$ cat src/rtl/nvw_pkg.sv
`timescale 1ns/1ps
package nvw_pkg;

  typedef enum logic [1:0] {
    SEL_CTRL = 2'd0,
    SEL_DATA = 2'd1,
    SEL_ADDR = 2'd2,
    SEL_NONE = 2'd3
  } nvw_sel_e;

  localparam int BIT_RD = 0;
  localparam int BIT_WR = 1;
  localparam int BIT_ME = 2;
  localparam int BIT_IE = 3;

  // control register image; upper nibble is hard zero
  function automatic logic [7:0] pack_ctrl(input logic ie, input logic me,
                                           input logic wr, input logic rd);
    return {4'b0000, ie, me, wr, rd};
  endfunction

  function automatic logic irq_level(input logic ie, input logic gie, input logic busy);
    return ie & gie & ~busy;
  endfunction

endpackage

$ cat src/rtl/nvw_unlock.sv
`timescale 1ns/1ps
module nvw_unlock #(
  parameter int WINDOW = 4
) (
  input  logic clk,
  input  logic rst_n,
  input  logic set_req,
  output logic armed
);
  localparam int CW = $clog2(WINDOW + 1);

  logic [CW-1:0] cnt;
  logic          window_expire;

  assign window_expire = armed && !set_req && (cnt == '0);

  always_ff @(posedge clk) begin
    if (!rst_n) begin
      armed <= 1'b0;
      cnt   <= '0;
    end else if (set_req) begin
      armed <= 1'b1;
      cnt   <= CW'(WINDOW - 1);
    end else if (armed) begin
      if (cnt == '0) armed <= 1'b0;
      else           cnt   <= cnt - CW'(1);
    end
  end


  arm_set_chk: assert property (@(posedge clk) disable iff (!rst_n)
    set_req |=> armed);

  no_spurious_arm_chk: assert property (@(posedge clk) disable iff (!rst_n)
    (!armed && !set_req) |=> !armed);

  arm_expire_chk: assert property (@(posedge clk) disable iff (!rst_n)
    window_expire |=> !armed);

endmodule

$ cat src/rtl/nvw_array.sv
`timescale 1ns/1ps
module nvw_array #(
  parameter int ADDR_W    = 8,
  parameter int WR_CYCLES = 16
) (
  input  logic              clk,
  input  logic              rst_n,
  input  logic              start,
  input  logic [ADDR_W-1:0] addr,
  input  logic [7:0]        wdata,
  output logic              busy,
  output logic [7:0]        rd_data
);
  localparam int DEPTH = 1 << ADDR_W;
  localparam int TW    = $clog2(WR_CYCLES + 1);

  logic [7:0]    mem [DEPTH];
  logic [TW-1:0] cnt;
  logic          commit;

  assign commit  = busy && (cnt == TW'(1));
  assign rd_data = mem[addr];

  // contents survive reset
  always_ff @(posedge clk) begin
    if (commit) mem[addr] <= wdata;
  end

  always_ff @(posedge clk) begin
    if (!rst_n) begin
      busy <= 1'b0;
      cnt  <= '0;
    end else if (start) begin
      busy <= 1'b1;
      cnt  <= TW'(WR_CYCLES);
    end else if (busy) begin
      if (commit) busy <= 1'b0;
      else        cnt  <= cnt - TW'(1);
    end
  end


  no_restart_chk: assert property (@(posedge clk) disable iff (!rst_n)
    start |-> !busy);

  start_busy_chk: assert property (@(posedge clk) disable iff (!rst_n)
    start |=> busy);

  end_commit_chk: assert property (@(posedge clk) disable iff (!rst_n)
    $fell(busy) |-> $past(commit));

  commit_clear_chk: assert property (@(posedge clk) disable iff (!rst_n)
    commit |=> !busy);

endmodule

$ cat src/rtl/nvw_bus_regs.sv
`timescale 1ns/1ps
module nvw_bus_regs
  import nvw_pkg::*;
#(
  parameter int ADDR_W = 8
) (
  input  logic              clk,
  input  logic              rst_n,
  input  nvw_sel_e          sel,
  input  logic              wr,
  input  logic [7:0]        wdata,
  input  logic              armed,
  input  logic              busy,
  input  logic              flash_busy,
  input  logic [7:0]        rd_data,
  output logic              ie,
  output logic [7:0]        data_q,
  output logic [ADDR_W-1:0] addr_q,
  output logic              start,
  output logic              arm_req,
  output logic [7:0]        rdata
);
  logic       ctrl_wr, rd_req, data_wr, addr_wr, rd_flag;
  logic [7:0] addr_rd;

  assign ctrl_wr = wr && (sel == SEL_CTRL);
  assign arm_req = ctrl_wr && wdata[BIT_ME];
  assign start   = ctrl_wr && wdata[BIT_WR] && armed && !flash_busy && !busy;
  assign rd_req  = ctrl_wr && wdata[BIT_RD] && !busy && !start;
  assign data_wr = wr && (sel == SEL_DATA) && !busy;
  assign addr_wr = wr && (sel == SEL_ADDR) && !busy;

  always_ff @(posedge clk) begin
    if (!rst_n) begin
      ie      <= 1'b0;
      rd_flag <= 1'b0;
      data_q  <= '0;
      addr_q  <= '0;
    end else begin
      if (ctrl_wr) ie <= wdata[BIT_IE];
      rd_flag <= rd_req;
      if (rd_req)       data_q <= rd_data;
      else if (data_wr) data_q <= wdata;
      if (addr_wr) addr_q <= wdata[ADDR_W-1:0];
    end
  end

  generate
    if (ADDR_W < 8) begin : g_addr_pad
      assign addr_rd = {{(8 - ADDR_W){1'b0}}, addr_q};
    end else begin : g_addr_full
      assign addr_rd = addr_q;
    end
  endgenerate

  always_comb begin
    case (sel)
      SEL_CTRL: rdata = pack_ctrl(ie, armed, busy, rd_flag);
      SEL_DATA: rdata = data_q;
      SEL_ADDR: rdata = addr_rd;
      default:  rdata = 8'h00;
    endcase
  end


  busy_data_hold_chk: assert property (@(posedge clk) disable iff (!rst_n)
    busy |=> $stable(data_q));

  busy_addr_hold_chk: assert property (@(posedge clk) disable iff (!rst_n)
    busy |=> $stable(addr_q));

  flash_block_chk: assert property (@(posedge clk) disable iff (!rst_n)
    flash_busy |-> !start);

  rd_load_chk: assert property (@(posedge clk) disable iff (!rst_n)
    rd_req |=> (data_q == $past(rd_data)));

endmodule

$ cat src/rtl/nvw_ctrl.sv
`timescale 1ns/1ps
module nvw_ctrl
  import nvw_pkg::*;
#(
  parameter int ADDR_W     = 8,
  parameter int WR_CYCLES  = 16,
  parameter int ARM_WINDOW = 4
) (
  input  logic       clk,
  input  logic       rst_n,
  input  logic [1:0] bus_sel,
  input  logic       bus_wr,
  input  logic [7:0] bus_wdata,
  output logic [7:0] bus_rdata,
  input  logic       gie,
  input  logic       flash_busy,
  output logic       rdy_irq
);
  nvw_sel_e          sel_e;
  logic              armed, arm_req, start, busy, ie;
  logic [7:0]        data_q, rd_data;
  logic [ADDR_W-1:0] addr_q;

  assign sel_e   = nvw_sel_e'(bus_sel);
  assign rdy_irq = irq_level(ie, gie, busy);

  nvw_unlock #(.WINDOW(ARM_WINDOW)) u_unlock (
    .clk(clk), .rst_n(rst_n), .set_req(arm_req), .armed(armed)
  );

  nvw_array #(.ADDR_W(ADDR_W), .WR_CYCLES(WR_CYCLES)) u_array (
    .clk(clk), .rst_n(rst_n), .start(start), .addr(addr_q),
    .wdata(data_q), .busy(busy), .rd_data(rd_data)
  );

  nvw_bus_regs #(.ADDR_W(ADDR_W)) u_regs (
    .clk(clk), .rst_n(rst_n), .sel(sel_e), .wr(bus_wr), .wdata(bus_wdata),
    .armed(armed), .busy(busy), .flash_busy(flash_busy), .rd_data(rd_data),
    .ie(ie), .data_q(data_q), .addr_q(addr_q), .start(start),
    .arm_req(arm_req), .rdata(bus_rdata)
  );


  irq_busy_chk: assert property (@(posedge clk) disable iff (!rst_n)
    busy |-> !rdy_irq);

  start_needs_arm_chk: assert property (@(posedge clk) disable iff (!rst_n)
    start |-> armed);

endmodule

$ cat config.mk
export PLATFORM = sky130hd
export DESIGN_NAME = nvw_ctrl
export DESIGN_NICKNAME = d
export VERILOG_FILES = /design/src/rtl/nvw_pkg.sv /design/src/rtl/nvw_unlock.sv /design/src/rtl/nvw_array.sv /design/src/rtl/nvw_bus_regs.sv /design/src/rtl/nvw_ctrl.sv
export SDC_FILE = /design/constraint.sdc
export NUM_CORES = 2
export LEC_CHECK = 0
export BUFFER_PORTS_ARGS = -buffer_cell sky130_fd_sc_hd__buf_2
export CAP_MARGIN = 20
export CELL_PAD_IN_SITES_DETAIL_PLACEMENT = 0
export CELL_PAD_IN_SITES_GLOBAL_PLACEMENT = 1
export CORE_MARGIN = 3
export CORE_UTILIZATION = 35
export CTS_CLUSTER_DIAMETER = 40
export DETAILED_ROUTE_END_ITERATION = 16
export GPL_TIMING_DRIVEN = 0
export PLACE_DENSITY = 0.53
export SKIP_CTS_REPAIR_TIMING = 1
export SYNTH_ARGS = -nofsm -noshare
export SYNTH_HDL_FRONTEND = slang
export SYNTH_HIERARCHICAL = 1
export SYNTH_SLANG_ARGS = --single-unit
export TNS_END_PERCENT = 5
$ cat constraint.sdc
create_clock -name clk -period 5.5 [get_ports clk]
set_input_delay 1.1 -clock clk [delete_from_list [all_inputs] [get_ports clk]]
set_output_delay 1.1 -clock clk [all_outputs]
set_load 0.005 [all_outputs]
Word-level counts from Yosys, hierarchy flattened
Memories as Yosys holds them, arrays and structs flattened. A register that Yosys moved wholly into a read port is not among the register bits.
Cells that the tools add are included.
{"block": "totals", "register_bits": 28, "ramBits": 2048, "input_bits": 15, "n_memories": 1}
{"name": "u_array.mem", "depth": 256, "word_bits": 8, "read_ports": 1, "rd_clocked_by_memory_dff": 1, "wr": 1, "line": "nvw_array.sv:17", "source": "logic [7:0] mem [DEPTH];"}
{"block": "op_classes", "addsub": 2, "n_eq_ne": 5, "mux": 19, "n_bitwise": 6, "reduce_logical": 28}
{"op": "2-to-1 mux 8 bit", "n": 4}
{"op": "one-hot mux 8 bit (3 select lines)", "n": 1}
{"op": "2-to-1 mux 5 bit", "n": 3}
{"op": "logical AND 1 bit", "n": 14}
{"op": "2-to-1 mux 1 bit", "n": 8}
{"op": "AND reduction 2 bit", "n": 4}
{"op": "2-to-1 mux 2 bit", "n": 3}
{"op": "nonzero test 2 bit", "n": 3}
{"op": "equality test 5 x 1 -> 1 bit (second input constant)", "n": 1}
{"op": "subtractor 5 x 1 -> 5 bit (second input constant)", "n": 1}
{"op": "inverter 1 bit", "n": 4}
{"op": "OR reduction 2 bit", "n": 2}
{"op": "logical NOT 1 bit", "n": 3}
{"op": "logical NOT 3 bit", "n": 1}
{"op": "subtractor 3 x 1 -> 3 bit (second input constant)", "n": 1}
{"op": "bitwise AND 1 bit", "n": 2}
{"op": "equality test 2 x 1 -> 1 bit (second input constant)", "n": 1}
{"op": "equality test 2 bit (second input constant)", "n": 1}
{"op": "logical NOT 2 bit", "n": 1}
{"op": "inequality test 2 x 1 -> 1 bit (second input constant)", "n": 1}
{"op": "inequality test 2 bit (second input constant)", "n": 1}

Depth between registers and ports, before layout
{"block": "depth", "depth_word": 9, "mapped_depth": 11, "mapped_depth_nobuf": 7}

Modules after synthesis
Netlist, hierarchy kept.
{"mod": "nvw_array", "instances": 1, "cells_each": 3546, "area_each_um2": 78390.2, "seq_area_each_um2": 61619.1}
{"mod": "nvw_bus_regs", "instances": 1, "cells_each": 105, "area_each_um2": 979.7, "seq_area_each_um2": 360.3}
{"mod": "nvw_unlock", "instances": 1, "cells_each": 20, "area_each_um2": 217.7, "seq_area_each_um2": 80.1}
{"mod": "nvw_ctrl", "instances": 1, "cells_each": 1, "area_each_um2": 8.8, "seq_area_each_um2": 0.0}

Worst setup path after synthesis
No wires, ideal clock.
{"block": "synth_path", "path_type": "register -> output", "start": "register u_regs.data_q[0]", "end": "output port bus_rdata[0]", "arrival_time_ns": 3.953, "required_ns": 4.400, "slack_ns": 0.447, "stages_incl_launch_ff": 3, "n_path_buf": 0, "path_cell_list": "dfxtp_1 mux2i_1 o21ai_0"}
{"block": "synth_between", "elab_chain_len": 1}
{"item": "from (decl)", "line": "nvw_bus_regs.sv:17", "source": "output logic [7:0] data_q,"}
{"item": "from (signal assigned)", "line": "nvw_bus_regs.sv:42", "source": "if (rd_req) data_q <= rd_data;"}
{"item": "from (signal assigned)", "line": "nvw_bus_regs.sv:43", "source": "else if (data_wr) data_q <= wdata;"}
{"item": "one-hot mux 8 bit (3 select lines)", "line": "nvw_bus_regs.sv:57", "source": "case (sel)"}
{"item": "to (decl)", "line": "nvw_ctrl.sv:14", "source": "output logic [7:0] bus_rdata,"}
No other way between the ends.

==> out/metrics.csv <==
stage,metric,value,unit
run_status,status,"finished, violations left",
run_status,violations,negative setup slack,
placed_design,port_buffers,23,
timing,tns,-0.08661,ns
power_and_ir_drop,power_density,411.9,nW/um2
setup_path,start_kind,flip-flop,
timing,finalHoldViolations,0,
clocking,clk_latency,0.93,ns
floorplan,die_height,482.9,um
layout,nFillCells,19650,
global_routing,grt_pass1_vias,41140,
clocking,cts.sinks,2076,
synthesis,ys_warn_count,6,
global_routing,grt_busiest_layer,met2,
synthesis,synth_fp_nets,3691,
synthesis,synthDistinctLibCells,46,
clocking,clockBufferDepth,4,
global_routing,grt_util_met3,4.780,%
global_routing,use_met2,32.98,%
synthesis,ys_ff_latch,2076,
timing,finClkSkew,0.05860,ns
min_path,hold_end,u_array/cnt[1],
synthesis,syn_inst,3672,
power_and_ir_drop,p_leak,0.02956,uW
timing,tightest_slew,1.243,ns
synthesis,ys_seq_area_share,77.97,%
floorplan,dieArea,233200,um2
min_path,worst_hold_path_type,reg2reg,
floorplan,core,225500,um2
min_path,min_path_cells,2,
timing,fmaxAchievable,179.0,MHz
synthesis,netlist_area,79600,um2
timing,min_period,5.587,ns
timing,rsz0062_at_grt,true,
synthesis,synth_ff_type,edfxtp_1,
clocking,h-tree-depth,5,
setup_path,crit_type,reg2reg,
route,num_vias,40750,
route,first_pass_iters,5,
global_routing,grt_first_pass_wirelength,334800,um
global_routing,antenna_found_initial,24,
setup_path,crit_cells,10,
layout,layout-drive-gt1-share,28.28,%
setup_path,r2r_slack,-0.09,ns
timing,maxSlewViolCount,0,
clocking,cts-root-buf,clkbuf_16,
global_routing,gr-total-overflow,0,
setup_path,path_delay_family,buffers and inverters,
placed_design,routabilityCongestion,0.8367,
setup_path,worstReg2RegEnd,u_regs/data_q[7],
min_path,hp-start,u_array/cnt[1],
job,cap_violations,0,
global_routing,grt.total_usage,20.84,%
layout,areaGrowthSynthToFinish,20.55,%
route,drc,0,
setup_path,slowest_delay,1.11,ns
route,routed_via_density,5.555,
route,wl_per_cell,33.26,um
clocking,path_clk_slew,0.05,ns
setup_path,arrival,6.36,ns
timing,layout_setup_ws,-0.08661,ns
global_routing,grtUsageMet1,28.97,%
clocking,cts_tree,yes,
placed_design,hpwl,162400,um
setup_path,cp_max_fo,10,
setup_path,path_cells,"buf_2, buf_1, clkbuf_1, mux4_2, a22oi_1, a21oi_1, o41ai_1, nand4_1, o41ai_1, a21oi_1",
route,drt_iter0_markers,5124,
timing,fin_crit_sh,101.6,%
setup_path,critical_path_required,6.28,ns
setup_path,crit_path_top_delay_cell,o41ai_1,
synthesis,avgSynthCellArea,21.68,um2
floorplan,die_w,482.9,um
global_routing,grt_max_degree,83,
clocking,cts_buffers,330,
timing,setup_violations,1,
setup_path,reg2reg_from,u_regs/addr_q[1],
setup_path,path_buf_inv,3,
floorplan,boundaryPins,24,
layout,final_area,95950,um2
route,totalWireLength,244000,um
route,final_antenna_net_count,0,
power_and_ir_drop,power,39530,uW
power_and_ir_drop,ir_drop,0.0002357,V
floorplan,num_rows,174,
setup_path,worstSetupEndpointType,flip-flop,
layout,nets,4108,
synthesis,synth_edf_count,2048,
synthesis,async_reset_ff_share,0,%
floorplan,start_util,35.29,%
placed_design,dpl-instance-area,84780,um2
timing,slew_headroom,16.03,%
setup_path,r2r_cells,10,
logic make-up (layout without fill, tap and decap cells):
family	count (synthesis)	after routing	synth area share, %
buffers and inverters	244	907	1.388
flip-flops	2076	2076	77.97
adder cells (fa/ha/maj)	4	4	0.06288
XOR/XNOR	4	4	0.04402
multiplexers	532	532	14.74
AND/OR/NAND/NOR	365	365	1.954
AO/OA/AOI/OAI	447	447	3.845
other	0	9	0
stage by stage:
stage	worst slack [ns]	hold WS, ns	util [%]	cells
detailed placement	-0.04246	0.5043	37.59	6747
global route	-0.003753	0.5327	42.53	7328
floorplan	0.4474	0.4685	-	3672
global placement	-5.184	0.5011	37.00	6687
finish	-0.08661	0.5089	42.54	7336
CTS	-0.07546	0.5137	42.52	7325
cell usage after synthesis, drive strengths merged, types with 2 or more instances:
cell type  number  share of area, %
edfxtp       2048                77
mux4          512                14
nor2          278               1.3
a22oi         256               2.4
clkbuf        158              0.75
a21oi         137              0.86
buf            78              0.60
o41ai          39              0.43
nand2          36              0.17
dfxtp          28              0.70
mux2i          20              0.25
inv             8             0.038
nand4           8             0.063
nor2b           8             0.063
nand2b          5             0.049
a22o            4             0.044
ha              4             0.063
nand3           4             0.025
nor3b           4             0.038
o21ai           4             0.025
a21boi          3             0.028
and2            3             0.027
and4bb          3             0.047
and3b           2             0.022
nand3b          2             0.019
nor3            2             0.013
nor4b           2             0.022
or4             2             0.019
xnor2           2             0.022
xor2            2             0.022
power breakdown:
part	switching (uW)	internal (uW)	total [uW]
Sequential	72.7	17400	17500
Clock	7370	13500	20900
Combinational	775	370	1150
placed cells by master, fill, tap and decap left out, drive strengths merged, types with 3 or more instances in the layout:
| cell type | instances |
|---|---|
| ha | 4 |
| dfxtp | 28 |
| edfxtp | 2048 |
| and4bb | 3 |
| diode | 9 |
| nor3b | 4 |
| nor2 | 278 |
| clkbuf | 523 |
| and2 | 3 |
| mux2i | 20 |
| o21ai | 4 |
| clkinv | 98 |
| a21oi | 137 |
| buf | 164 |
| a22oi | 256 |
| inv | 40 |
| a22o | 4 |
| nor2b | 8 |
| nand2 | 36 |
| nand2b | 5 |
| clkinvlp | 33 |
| nand4 | 8 |
| mux4 | 512 |
| o41ai | 39 |
| bufinv | 49 |
| nand3 | 4 |
| a21boi | 3 |
how the worst max path moves through the flow:
stage          slack, ns              from               end
3_5_place_dp       -0.04  u_regs/addr_q[1]  u_regs/data_q[5]
5_1_grt           -0.004  u_regs/addr_q[1]  u_regs/data_q[7]
6_report           -0.09  u_regs/addr_q[1]  u_regs/data_q[7]
3_3_place_gp       -5.18  u_regs/data_q[2]      bus_rdata[2]
2_1_floorplan       0.45  u_regs/data_q[0]      bus_rdata[0]
4_1_cts            -0.08  u_regs/addr_q[1]  u_regs/data_q[5]
sequential cells by signal, indices dropped and copies added (netlist names):
name            cells
u_array/mem      2048
u_regs/addr_q       8
u_regs/data_q       8
u_array/cnt         5
u_unlock/cnt        3
u_array/busy        1
u_regs/ie           1
u_regs/rd_flag      1
u_unlock/armed      1
per-layer routing:
metal | wire, um | up-vias
li1 | - | 16510
met1 | 101500 | 22250
met2 | 116700 | 1626
met3 | 19500 | 372
met4 | 6267 | 0
met5 | 0 | -
worst register-to-register path, cell delays in order, from the launching register on:
cell and delay, ns:
dfxtp_1 0.41, buf_2 0.55, buf_1 0.87, clkbuf_1 0.77, mux4_2 0.43, a22oi_1 0.26
a21oi_1 0.23, o41ai_1 1.11, nand4_1 0.30, o41ai_1 0.45, a21oi_1 0.07
final cells by class:
cell class / count / area, um2 / share of cell area (%)
flip-flops and latches: 2076 / 62090 / 64.71
multi-input cells: 1352 / 16470 / 17.17
clock buffers: 366 / 8542 / 8.902
well taps: 2992 / 3744 / 3.902
clock inverters: 212 / 2584 / 2.693
repair buffers: 85 / 1366 / 1.424
plain buffers: 236 / 1100 / 1.146
inverters: 8 / 30.03 / 0.03130
diodes: 9 / 22.52 / 0.02347
(Power assumes the default switching activity.)
